## config.mk

```make
export PLATFORM = sky130hd
export DESIGN_NAME = leak_state_recover
export DESIGN_NICKNAME = d
export VERILOG_FILES = /design/src/rtl/leak_state_recover.sv
export SDC_FILE = /design/constraint.sdc
export NUM_CORES = 1
export LEC_CHECK = 0
export ABC_AREA = 1
export BUFFER_PORTS_ARGS = -buffer_cell sky130_fd_sc_hd__buf_2
export CORE_ASPECT_RATIO = 0.75
export CORE_UTILIZATION = 50
export DETAILED_ROUTE_END_ITERATION = 10
export GPL_TIMING_DRIVEN = 0
export PLACE_DENSITY = 0.92
export SYNTH_ARGS = -nofsm -noshare
export SYNTH_HDL_FRONTEND = slang
export SYNTH_SLANG_ARGS = --single-unit
```

## constraint.sdc

```tcl
create_clock -name clk -period 7.8 [get_ports clk]
set_input_delay 0.78 -clock clk [delete_from_list [all_inputs] [get_ports clk]]
set_output_delay 0.78 -clock clk [all_outputs]
set_load 0.05 [all_outputs]
```

## src/rtl/leak_state_recover.sv

```systemverilog
module leak_state_recover #(
  parameter int CELLS = 8
) (
  input  logic                           clk,
  input  logic                           rst_n,
  input  logic                           in_valid,
  output logic                           in_ready,
  input  logic [2*CELLS-1:0]             in_code,
  input  logic [CELLS-1:0]               in_above_lo,
  input  logic [CELLS-1:0]               in_above_hi,
  input  logic [CELLS-1:0]               in_later_lo,
  output logic                           out_valid,
  input  logic                           out_ready,
  output logic [2*CELLS-1:0]             out_code,
  output logic [$clog2(CELLS+1)-1:0]     out_fixed
);
  localparam int CW = $clog2(CELLS + 1);
  localparam logic [1:0] LOW_TOP  = 2'b00;
  localparam logic [1:0] HIGH_TOP = 2'b01;

  logic [2*CELLS-1:0] fix_code;
  logic [CELLS-1:0]   changed;
  logic [CW-1:0]      fix_cnt;

  for (genvar i = 0; i < CELLS; i++) begin : g_cell
    wire       risky = in_above_lo[i] & ~in_above_hi[i];
    wire [1:0] guess = in_later_lo[i] ? LOW_TOP : HIGH_TOP;
    assign fix_code[2*i +: 2] = risky ? guess : in_code[2*i +: 2];
    assign changed[i] = fix_code[2*i +: 2] != in_code[2*i +: 2];
  end

  always_comb begin
    fix_cnt = '0;
    for (int i = 0; i < CELLS; i++) fix_cnt = fix_cnt + CW'(changed[i]);
  end

  assign in_ready = ~out_valid | out_ready;

  always_ff @(posedge clk) begin
    if (!rst_n) begin
      out_valid <= 1'b0;
      out_code  <= '0;
      out_fixed <= '0;
    end else if (in_ready) begin
      out_valid <= in_valid;
      if (in_valid) begin
        out_code  <= fix_code;
        out_fixed <= fix_cnt;
      end
    end
  end
endmodule


```

## After elaboration in Yosys (flattened, before gate mapping)

Cells that the tools add are included.

- $add $sub $neg: 7
- Equality and inequality tests: 8
- Mux-type cells: 16
- Bitwise gates (word level): 18
- Reductions and logical operators: 1

Operator list:

| cell | number |
|---|---|
| 4-bit by 1-bit adder with 4-bit output | 4 |
| 2-bit two-way mux | 8 |
| 2-bit inequality test | 8 |
| 1-bit NOT | 9 |
| 1-bit AND | 8 |
| 1-bit two-way mux | 8 |
| 3-bit by 1-bit adder with 4-bit output | 1 |
| 2-bit by 1-bit adder with 3-bit output | 1 |
| 1-bit by 1-bit adder with 2-bit output | 1 |
| 2-bit AND reduction | 1 |
| 1-bit bitwise OR | 1 |

- Flip-flop bits (word level): 21
- Input port bits: 44

## Logic depth before layout (Yosys ltp)

- Word-level depth: 11
- Gate-level depth with buffers: 16

## Worst setup path after synthesis

Ideal clock, no wire load.

- Path kind: input -> register
- From: input in_code[0]
- To: register out_fixed[1]
- Library setup time: 0.064 ns
- Arrival: 3.568 ns
- Path slack: 4.168 ns
- Stages on the path: 15
- Buffers on the path: 0
- Cell sequence: inv_1 > o21ai_0 > nand2_1 > fa_1 > inv_1 > fa_1 > inv_1 > fa_1 > inv_1 > ha_1 > inv_1 > fa_1 > nand2_1 > nand2_1 > nor2_1

- Longest elaborated chain between the ends: 9

RTL lines:

| element | line | source |
|---|---|---|
| start, declared | 8 | `input logic [2*CELLS-1:0] in_code,` |
| 2-bit two-way mux | 28 | `assign fix_code[2*i +: 2] = risky ? guess : in_code[2*i +: 2];` |
| 2-bit inequality test (*) | 29 | `assign changed[i] = fix_code[2*i +: 2] != in_code[2*i +: 2];` |
| 1-bit by 1-bit adder with 2-bit output (*) | 34 | `for (int i = 0; i < CELLS; i++) fix_cnt = fix_cnt + CW'(changed[i]);` |
| 2-bit by 1-bit adder with 3-bit output (*) | 34 |  |
| 3-bit by 1-bit adder with 4-bit output (*) | 34 |  |
| 4-bit by 1-bit adder with 4-bit output (*) (4 in series) | 34 |  |
| end signal, assigned | 48 | `out_fixed <= fix_cnt;` |
| end, declared | 15 | `output logic [$clog2(CELLS+1)-1:0] out_fixed` |

Mark *: on every way between the ends. The rest lies on a longest branch, timed or not.
A chain may end at the register's enable or synchronous reset.

## Final worst setup path

Ends and elaborated chain as after synthesis.

==> flow_summary.ini <==
[routing]
final_antenna_net_count = 0
drtPass1Iterations = 4
routed_wl_mm = 3.11
post-route-drc-count = 0
via_per_inst = 4.43
dr_total_vias = 1475
wire_per_inst_um = 9.32
dr.first_iter.drc_count = 40

[cells_and_area]
most-common-layout-cells = 66 x buf_2, 56 x nand2_1, 51 x nor2_1
nNetsFinal = 349
drive_gt1_share_pct = 30.6
fin_area_um2 = 1820
diodes = 0
syn_to_final_growth_pct = 29.2
nFillCells = 252
final_common_cell = buf_2
final_cells = 333

[global_route]
grt_pass1_wl_mm = 4.80
grt_pass1_vias = 1175
grt-ovfl-total = 0
grt_max_degree = 13
grt.total_usage_pct = 20.9
grt_antenna_before_repair = 0

[min_path]
holdPathStages = 2
min_from = out_code[15]
hp-class = register to register
min_to = out_code[15]

[sta]
max_freq_ghz = 0.278
hold_viol_final = 0
maxSlewViolCount = 0
tightest_slew_ns = 0.273
fin_crit_sh_pct = 46.2
period_needed_ns = 3.60
relSlewSlack_pct = 81.7
skew_ns = 0.00430
fin_setup_tns_ns = 0
rsz0062_at_grt = false
setup_viol = 0

[yosys]
synth_area_leaders = dfxtp_1 30%, nand2_1 15%, nor2_1 14%, inv_1 12%, fa_1 5.7%
syn_inst = 229
avgSynthCellArea_um2 = 6.16
synth_seq_cells = 21
ys_types = 17
synth_fp_nets = 280
yosysSeqAreaShare_pct = 29.8
synth_top_cell_by_area = dfxtp_1
syn_area_um2 = 1410
yosys_warnings = 0
yosysTopAreaCellShare_pct = 29.8

[critical_path]
r2r_end = out_code[2]
r2r_slack_ns = 6.67
cp.required_ns = 8.00
cp-end-kind = register
crit_arrival_ns = 3.81
critical_path_class = primary input to register
critPathMaxFanout = 3
timing.rr.start = out_valid
crit_path_start_kind = primary input
reg2reg_depth = 5

[die]
die_y_um = 48.0
die_area_um2 = 3040
initial_core_util_pct = 53.4
coreArea_um2 = 2640
ios = 66
die_w_um = 63.3
fp-row-count = 16

[clock_tree]
htree_levels = 1
numCtsBuffers = 3
cts_hold_buf = 0
post_cts_buffers = 0
cts_root_buffer = clkbuf_8
cts_resized = 0
cts_buffer_depth = 2
cts.clk_slew.worst_paths_ns = 0.08
cts_tree = yes
clock-sinks = 21
worst_skew_pair.late_latency_ns = 0.26

[placement]
place_inst = 329
gp_congestion = 0.741
post_dp_cell_area_um2 = 1780
portBuffers = 64
hpwl_mm = 2.52

[pwr]
power-per-cell-area_nw_per_um2 = 163
leakagePower_uw = 0.00109
irDropWorstVdd_mv = 0.117

[outcome]
outcome = finished clean

[job]
maxCapViolCount = 0
metrics by stage:
step / total power (uW) / worst slack, ns / util (%) / hold slack [ns]
2_1_floorplan: 199 / 4.17 / - / 0.696
3_3_place_gp: 225 / 3.97 / 67.2 / 0.457
3_5_place_dp: 228 / 3.94 / 67.2 / 0.463
4_1_cts: 299 / 4.20 / 68.9 / 0.476
5_1_grt: 316 / 3.97 / 68.9 / 0.493
6_report: 297 / 4.20 / 68.9 / 0.474
critical path, cell delays in order:
cell	delay (ns)
buf_2	0.10
inv_1	0.07
a21oi_1	0.06
o21ai_0	0.07
nand2_1	0.11
fa_1	0.54
inv_1	0.06
fa_1	0.53
inv_1	0.05
fa_1	0.53
inv_1	0.04
ha_1	0.20
inv_1	0.07
fa_1	0.40
nand2_1	0.07
nand2_1	0.04
nor2_1	0.08
flip-flops by register name, indices dropped and copies added, names as in the netlist:
register / flops
out_code: 16
out_fixed: 4
out_valid: 1
area by class of cell:
type / instances / area (um2) / area share [%]
multi-input cells: 154 / 762 / 41.8
flip-flops and latches: 21 / 420 / 23.1
repair buffers: 64 / 320 / 17.6
inverters: 49 / 184 / 10.1
well taps: 36 / 45.0 / 2.47
plain buffers: 5 / 43.8 / 2.40
clock buffers: 3 / 41.3 / 2.27
clock inverters: 1 / 5.00 / 0.275
power breakdown:
group | switching [uW] | internal, uW
registers | 4.48 | 115
logic | 71.0 | 34.6
clock network | 35.9 | 35.6
logic make-up after synthesis:
group                      share of synthesized area [%]
AOI/OAI and AO/OA                                   11.8
xor gates and xnor gates                           0.621
adders and majority gates                           8.34
buffers and inverters                               16.1
DFF                                                 29.8
and+or+nand+nor                                     33.3
synthesized netlist by cell type:
| cell | instances |
|---|---|
| dfxtp_1 | 21 |
| inv_2 | 3 |
| buf_6 | 3 |
| fa_1 | 4 |
| a21oi_1 | 9 |
| o21ai_0 | 13 |
| a21oi_4 | 1 |
| o21ai_1 | 1 |
| nor2_1 | 51 |
| a21oi_2 | 4 |
| ha_1 | 3 |
| buf_2 | 2 |
| xnor2_1 | 1 |
| nand2_2 | 10 |
| nand3_1 | 1 |
| nand2_1 | 56 |
| inv_1 | 46 |
per-layer routing:
layer	track usage [%]	wire length [um]	up-vias
met5	0	0	-
met4	4.09	14	0
met3	5.95	183	2
met2	38.1	1360	46
met1	25.6	1550	622
li1	-	-	805
how the worst max path moves through the flow:
stage | startpoint | to | slack, ns | depth (start not counted)
6_report | in_code[0] | out_fixed[1] | 4.20 | 17
5_1_grt | in_later_lo[0] | out_fixed[1] | 3.97 | 17
4_1_cts | in_code[0] | out_fixed[2] | 4.20 | 17
3_5_place_dp | in_code[0] | out_fixed[2] | 3.94 | 17
3_3_place_gp | in_code[0] | out_fixed[2] | 3.97 | 17
2_1_floorplan | in_code[0] | out_fixed[1] | 4.17 | 15
Power figures use the tool's default switching activity.
